==> config.mk <==
export PLATFORM = sky130hd
export DESIGN_NAME = xtr_frame_decoder
export DESIGN_NICKNAME = d
export VERILOG_FILES = /design/src/rtl/xtr_dec_pkg.sv /design/src/rtl/xtr_word_classify.sv /design/src/rtl/xtr_tail_calc.sv /design/src/rtl/xtr_frame_decoder.sv
export SDC_FILE = /design/constraint.sdc
export NUM_CORES = 1
export LEC_CHECK = 0
export BUFFER_PORTS_ARGS = -buffer_cell sky130_fd_sc_hd__buf_2
export CAP_MARGIN = 5
export CORE_ASPECT_RATIO = 0.7
export CORE_MARGIN = 1.5
export CORE_UTILIZATION = 35
export CTS_CLUSTER_DIAMETER = 150
export CTS_CLUSTER_SIZE = 10
export DETAILED_ROUTE_END_ITERATION = 8
export PLACE_DENSITY_LB_ADDON = 0.1
export SYNTH_ARGS = -nofsm -noshare
export SYNTH_HDL_FRONTEND = slang
export SYNTH_SLANG_ARGS = --single-unit
export TNS_END_PERCENT = 10
==> constraint.sdc <==
create_clock -name clk -period 6.6 [get_ports clk]
set_clock_uncertainty 0.1 [all_clocks]
set_input_delay 0.99 -clock clk [delete_from_list [all_inputs] [get_ports clk]]
set_output_delay 0.99 -clock clk [all_outputs]
set_load 0.01 [all_outputs]
==> src/rtl/xtr_dec_pkg.sv <==
package xtr_dec_pkg;
  typedef enum logic [2:0] {
    K_DATA, K_EOF, K_PRUNE, K_ABORT, K_ESC, K_NRDY
  } word_kind_e;

  typedef enum logic [1:0] {
    FS_GOOD  = 2'd0,
    FS_ABORT = 2'd1,
    FS_PRUNE = 2'd2
  } frame_stat_e;

  typedef enum logic [1:0] {
    PH_HDR, PH_BODY, PH_LIT, PH_PRLIT
  } phase_e;

  localparam logic [28:0] CTRL_PREFIX = 29'h1000_0000;
endpackage

==> src/rtl/xtr_word_classify.sv <==
module xtr_word_classify
  import xtr_dec_pkg::*;
#(
  parameter int WORD_W = 32
) (
  input  logic [WORD_W-1:0] word,
  input  logic              swap_en,
  output word_kind_e        kind,
  output logic [1:0]        unused_bytes
);
  localparam int NBYTES = WORD_W / 8;

  logic [WORD_W-1:0] reversed;
  logic [WORD_W-1:0] cmp;

  genvar gi;
  generate
    for (gi = 0; gi < NBYTES; gi++) begin : g_rev
      assign reversed[8*gi +: 8] = word[8*(NBYTES-1-gi) +: 8];
    end
  endgenerate

  assign cmp          = swap_en ? reversed : word;
  assign unused_bytes = cmp[1:0];

  always_comb begin
    kind = K_DATA;
    if (cmp[WORD_W-1:3] == CTRL_PREFIX) begin
      case (cmp[2:0])
        3'd4:    kind = K_PRUNE;
        3'd5:    kind = K_ABORT;
        3'd6:    kind = K_ESC;
        3'd7:    kind = K_NRDY;
        default: kind = K_EOF;
      endcase
    end
  end
endmodule

==> src/rtl/xtr_tail_calc.sv <==
module xtr_tail_calc #(
  parameter int LEN_W = 16,
  parameter int FCS_BYTES = 4
) (
  input  logic [LEN_W-1:0] body_bytes,
  input  logic [1:0]       unused_bytes,
  input  logic             has_data,
  output logic [3:0]       last_be,
  output logic [LEN_W-1:0] len_no_fcs
);
  localparam logic [LEN_W-1:0] FCS_L = LEN_W'(FCS_BYTES);

  logic [LEN_W-1:0] frame_bytes;

  assign last_be     = has_data ? (4'hF >> unused_bytes) : 4'h0;
  assign frame_bytes = has_data ? (body_bytes - LEN_W'(unused_bytes)) : body_bytes;
  assign len_no_fcs  = (frame_bytes > FCS_L) ? (frame_bytes - FCS_L) : '0;
endmodule

==> src/rtl/xtr_frame_decoder.sv <==
module xtr_frame_decoder
  import xtr_dec_pkg::*;
#(
  parameter int HDR_WORDS = 9,
  parameter int LEN_W     = 16
) (
  input  logic             clk,
  input  logic             rst,
  input  logic             swap_en,
  input  logic             in_valid,
  output logic             in_ready,
  input  logic [31:0]      in_data,
  output logic             out_valid,
  input  logic             out_ready,
  output logic [31:0]      out_data,
  output logic             out_hdr,
  output logic             out_last,
  output logic [3:0]       out_be,
  output logic [1:0]       out_stat,
  output logic [LEN_W-1:0] out_len
);
  localparam int HC_W = (HDR_WORDS > 1) ? $clog2(HDR_WORDS) : 1;
  localparam logic [HC_W-1:0] HC_LAST = HC_W'(HDR_WORDS - 1);
  localparam logic [LEN_W-1:0] WORD_BYTES = LEN_W'(4);

  phase_e           phase;
  logic [HC_W-1:0]  hcnt;
  logic             pend_v;
  logic [31:0]      pend_data;
  logic [LEN_W-1:0] bytes;

  word_kind_e       kind;
  logic [1:0]       unused;
  logic             take, is_data;

  logic [LEN_W-1:0] t_bytes;
  logic [1:0]       t_unused;
  logic             t_has;
  logic [3:0]       t_be;
  logic [LEN_W-1:0] t_len;

  logic             emit, e_hdr, e_last;
  logic [31:0]      e_data;
  logic [3:0]       e_be;
  frame_stat_e      e_stat;
  logic [LEN_W-1:0] e_len;

  xtr_word_classify #(.WORD_W(32)) u_classify (
    .word(in_data), .swap_en(swap_en), .kind(kind), .unused_bytes(unused)
  );

  assign t_bytes  = (phase == PH_PRLIT) ? (bytes + WORD_BYTES) : bytes;
  assign t_unused = (phase == PH_BODY && kind == K_EOF) ? unused : 2'd0;
  assign t_has    = (phase == PH_PRLIT) ? 1'b1 : pend_v;

  xtr_tail_calc #(.LEN_W(LEN_W), .FCS_BYTES(4)) u_tail (
    .body_bytes(t_bytes), .unused_bytes(t_unused), .has_data(t_has),
    .last_be(t_be), .len_no_fcs(t_len)
  );

  assign in_ready = !out_valid || out_ready;
  assign take     = in_valid && in_ready;
  assign is_data  = (phase == PH_LIT) || (phase == PH_BODY && kind == K_DATA);

  always_comb begin
    emit   = 1'b0;
    e_hdr  = 1'b0;
    e_last = 1'b0;
    e_data = pend_data;
    e_be   = 4'hF;
    e_stat = FS_GOOD;
    e_len  = '0;
    case (phase)
      PH_HDR: begin
        emit   = 1'b1;
        e_hdr  = 1'b1;
        e_data = in_data;
      end
      PH_LIT: emit = pend_v;
      PH_PRLIT: begin
        emit   = 1'b1;
        e_last = 1'b1;
        e_data = in_data;
        e_be   = t_be;
        e_stat = FS_PRUNE;
        e_len  = t_len;
      end
      default: begin
        case (kind)
          K_DATA, K_PRUNE: emit = pend_v;
          K_EOF, K_ABORT: begin
            emit   = 1'b1;
            e_last = 1'b1;
            e_data = pend_v ? pend_data : 32'h0;
            e_be   = t_be;
            e_stat = (kind == K_ABORT) ? FS_ABORT : FS_GOOD;
            e_len  = t_len;
          end
          default: emit = 1'b0;
        endcase
      end
    endcase
  end

  always_ff @(posedge clk) begin
    if (rst) begin
      out_valid <= 1'b0;
      out_data  <= '0;
      out_hdr   <= 1'b0;
      out_last  <= 1'b0;
      out_be    <= '0;
      out_stat  <= '0;
      out_len   <= '0;
    end else if (take && emit) begin
      out_valid <= 1'b1;
      out_data  <= e_data;
      out_hdr   <= e_hdr;
      out_last  <= e_last;
      out_be    <= e_be;
      out_stat  <= e_stat;
      out_len   <= e_len;
    end else if (out_ready) begin
      out_valid <= 1'b0;
    end
  end

  always_ff @(posedge clk) begin
    if (rst) begin
      phase     <= PH_HDR;
      hcnt      <= '0;
      pend_v    <= 1'b0;
      pend_data <= '0;
      bytes     <= '0;
    end else if (take) begin
      case (phase)
        PH_HDR: begin
          if (hcnt == HC_LAST) begin
            hcnt   <= '0;
            phase  <= PH_BODY;
            bytes  <= '0;
            pend_v <= 1'b0;
          end else begin
            hcnt <= hcnt + 1'b1;
          end
        end
        PH_PRLIT: begin
          phase  <= PH_HDR;
          pend_v <= 1'b0;
        end
        default: begin
          if (is_data) begin
            pend_data <= in_data;
            pend_v    <= 1'b1;
            bytes     <= bytes + WORD_BYTES;
            phase     <= PH_BODY;
          end else begin
            case (kind)
              K_ESC:   phase <= PH_LIT;
              K_PRUNE: begin
                phase  <= PH_PRLIT;
                pend_v <= 1'b0;
              end
              K_EOF, K_ABORT: begin
                phase  <= PH_HDR;
                pend_v <= 1'b0;
              end
              default: phase <= PH_BODY;
            endcase
          end
        end
      endcase
    end
  end

  // Output beat is frozen while the consumer stalls
  assert_hold_R10: assert property (@(posedge clk) disable iff (rst)
    out_valid && !out_ready |=> out_valid && $stable(out_data) && $stable(out_last) && $stable(out_be));
  // Header beats are full and never close a frame
  assert_hdr_shape_R1: assert property (@(posedge clk) disable iff (rst)
    out_valid && out_hdr |-> !out_last && out_be == 4'hF);
  // Non-final beats carry all four lanes
  assert_mid_full_R2: assert property (@(posedge clk) disable iff (rst)
    out_valid && !out_last |-> out_be == 4'hF);
  // Final byte mask is a contiguous low-lane run
  assert_be_shape_R3: assert property (@(posedge clk) disable iff (rst)
    out_valid && out_last |-> out_be inside {4'h0, 4'h1, 4'h3, 4'h7, 4'hF});
  // Pruned frames end on a full word
  assert_prune_full_R4: assert property (@(posedge clk) disable iff (rst)
    out_valid && out_last && out_stat == 2'd2 |-> out_be == 4'hF);
  // Aborted frames end on a full word or an empty beat
  assert_abort_be_R5: assert property (@(posedge clk) disable iff (rst)
    out_valid && out_last && out_stat == 2'd1 |-> out_be inside {4'h0, 4'hF});
  // A not-ready word leaves the count untouched
  assert_nrdy_count_R7: assert property (@(posedge clk) disable iff (rst)
    take && phase == PH_BODY && kind == K_NRDY |=> $stable(bytes) && $stable(pend_v));
  // An empty final beat reports zero length
  assert_empty_len_R9: assert property (@(posedge clk) disable iff (rst)
    out_valid && out_last && out_be == 4'h0 |-> out_len == '0);
endmodule

==> impl_metrics.yaml <==
grt:
  antenna_found_initial: 0
  grt_pass1_wl_um: 28400
  grt_pass1_vias: 5446
  grt_max_degree: 87
  grt_use_total_pct: 20.1
  grt_remaining_overflow: 0
die:
  die_x_um: 159
  die_area_um2: 17800
  rows: 39
  fp.dieH_um: 112
  start_util_pct: 36.1
  io_pins: 95
  core_um2: 16400
worst_setup_path:
  worst-path-max-fanout: 8
  crit_type: "input pin to flop"
  path_buf_inv: 1
  critPathCaptureType: "flop"
  setup.worst_path.start_class: "input pin"
  crit_slowest_cell: "nor4_1"
  cp_top_family: "simple AND/OR/NAND/NOR gates"
  cpPeakStageDelay_ns: 0.63
  path_cells: "buf_2, nor4_1, nand4_1, a2111oi_0, nand2_1, or3_1, ha_1, nor3b_1, a21oi_1, xor2_1, ha_1, nor2b_1, a21boi_0, nand4_1, o32ai_1, xnor2_1, a32o_1"
  arrival_ns: 5.85
  required_ns: 6.76
cts:
  clockBufferDepth: 2
  cts_tree: "built"
  cts_setup_buffers: 0
  holdBufCountCts: 0
  path_clk_slew_ns: 0.08
  clock-sinks: 110
  cts_buffers: 9
  ctsResizeCount: 0
  root_buffer: "clkbuf_16"
  h-tree-depth: 3
  clk_latency_ns: 0.36
synthesis:
  synthesis.nets: 802
  async_flop_share_pct: 0
  ys_seq_area_share_pct: 37.1
  syn_avg_cell_area_um2: 7.89
  synth.lib_cells_used.distinct: 70
  synthTopCellsByArea: "dfxtp_1 (37%), a21oi_1 (6.7%), nand2_1 (6.6%)"
  syn_inst: 752
  synth_top_area_share_pct: 37.1
  synth-edff-count: 0
  synth_flop_cell: "dfxtp_1"
  syn_area_um2: 5930
  ys_ff_latch: 110
  yosys.area.top_type: "dfxtp_1"
  yosys_warnings: 0
final_layout:
  syn_to_final_growth_pct: 14.8
  diodes: 0
  nNetsFinal: 858
  final_cell_mix: "dfxtp_1 (110), nand2_1 (104), buf_2 (93), a21oi_1 (79), nor2_1 (79)"
  layout-drive-gt1-share_pct: 17.2
  final_common_cell: "dfxtp_1"
route:
  wl_per_cell_um: 16.9
  ant_nets: 0
  vias_per_cell: 5.66
  route.detailed.drc: 0
  vias: 5874
  drt_wl_total_um: 17500
  first_iter_violations: 390
  drt-pass1-iter-count: 5
sta:
  setup_tns_ns: 0
  rsz0062_at_grt: "false"
  max-slew-margin-rel_pct: 35.4
  setup_violations: 0
  drv_slew: 0
  period_share_pct: 86.1
  hold_viol_final: 0
  period_needed_ns: 5.69
  tightest_slew_ns: 0.966
  max_freq_mhz: 176
  fin_ws_ns: 0.915
outcome:
  status: "finished, final reports clean"
place:
  dpl_worst_slack_ns: 0.645
  globalplace.congestion: 0.852
  io_buffers: 94
  hpwlAfterDp_um: 12000
power_and_ir_drop:
  ir_worst_vdd_mv: 0.126
  p_leak_nw: 2.49
  p_per_area_nw_per_um2: 198
run:
  cap_violations: 0
worst_hold_path:
  hp-class: "flop to flop"
==> metrics by stage <==
stage	std cells	util (%)	hold WS, ns	power [mW]	area, um^2
after global placement	1022	39.7	0.341	0.828	6530
final	1037	41.4	0.357	1.35	6810
after floorplan	752	-	0.336	0.776	5930
after detailed placement	1022	39.7	0.344	0.831	6530
after CTS	1037	41.4	0.357	1.36	6810
after global routing	1037	41.4	0.370	1.41	6810
==> cells in the mapped netlist (5+ instances only) <==
cell and count:
o21ai_0 14, xor2_1 11, inv_1 13, mux2_2 5, a21oi_1 80, dfxtp_1 110
a32oi_1 9, nand2_1 104, or4_1 6, nor3_1 48, a2bb2oi_1 8, a211oi_1 5
nand4_1 13, nor4_1 9, nor2_1 80, a221oi_1 33, and3_1 9, clkbuf_1 45
nand3_1 17, xnor2_1 21, buf_2 6, ha_1 13
==> cell type report <==
cell class | count | area, um^2
flip-flops and latches | 110 | 2200
clock buffers | 9 | 225
multi-input cells | 569 | 3450
well taps | 225 | 282
clock inverters | 6 | 56.3
repair buffers | 104 | 548
inverters | 14 | 52.6
fillers | 1667 | 9630
==> report_power, final <==
part | leakage (nW) | switching, mW | internal [mW]
sequential | 0.896 | 0.00973 | 0.682
clock | 0.136 | 0.275 | 0.262
combinational | 1.46 | 0.0778 | 0.0452
==> worst reg2reg max path: cells and delay by family (launching register included) <==
family,cells,cell delay (ns)
flip-flops,1,0.41
AND/OR/NAND/NOR,6,2.19
buffers and inverters,1,0.27
adder cells (fa/ha/maj),1,0.66
AO/OA/AOI/OAI,3,0.68
==> kinds of logic after synthesis <==
group / count (synthesis) / synth area share [%]
AND/OR/NAND/NOR: 328 / 26.9
AO/OA/AOI/OAI: 187 / 21.9
flip-flops: 110 / 37.1
buffers and inverters: 73 / 5.06
XOR/XNOR: 32 / 4.72
adder cells (fa/ha/maj): 13 / 2.74
multiplexers: 9 / 1.62
==> sequential cells by signal (all words and copies together), names as in the netlist <==
name and cells:
pend_data 32, bytes 14, out_len 16, pend_v 1
out_data 32, hcnt 4, out_stat 2, out_valid 1
out_be 4, out_hdr 1, out_last 1, phase 2
==> layer usage <==
layer,routed length [um],global-route usage (%),part of all wire (%)
met5,0,0,0
met4,164,4.49,0.94
met3,1000,4.24,5.7
met2,7060,28.4,40
met1,9260,30.7,53
==> path summary, 6_finish.rpt <==
path	start	to	slack, ns	depth (start not counted)
setup / recovery	in_data[4]	out_len[12]$_SDFFE_PP0P_	0.91	17
hold / removal	pend_data[1]$_SDFFE_PP0P_	pend_data[1]$_SDFFE_PP0P_	0.36	2
setup reg to reg	phase[0]$_SDFFE_PP0P_	out_len[3]$_SDFFE_PP0P_	2.18	11
hold reg to reg	pend_data[1]$_SDFFE_PP0P_	pend_data[1]$_SDFFE_PP0P_	0.36	2
(Power assumes the default switching activity.)
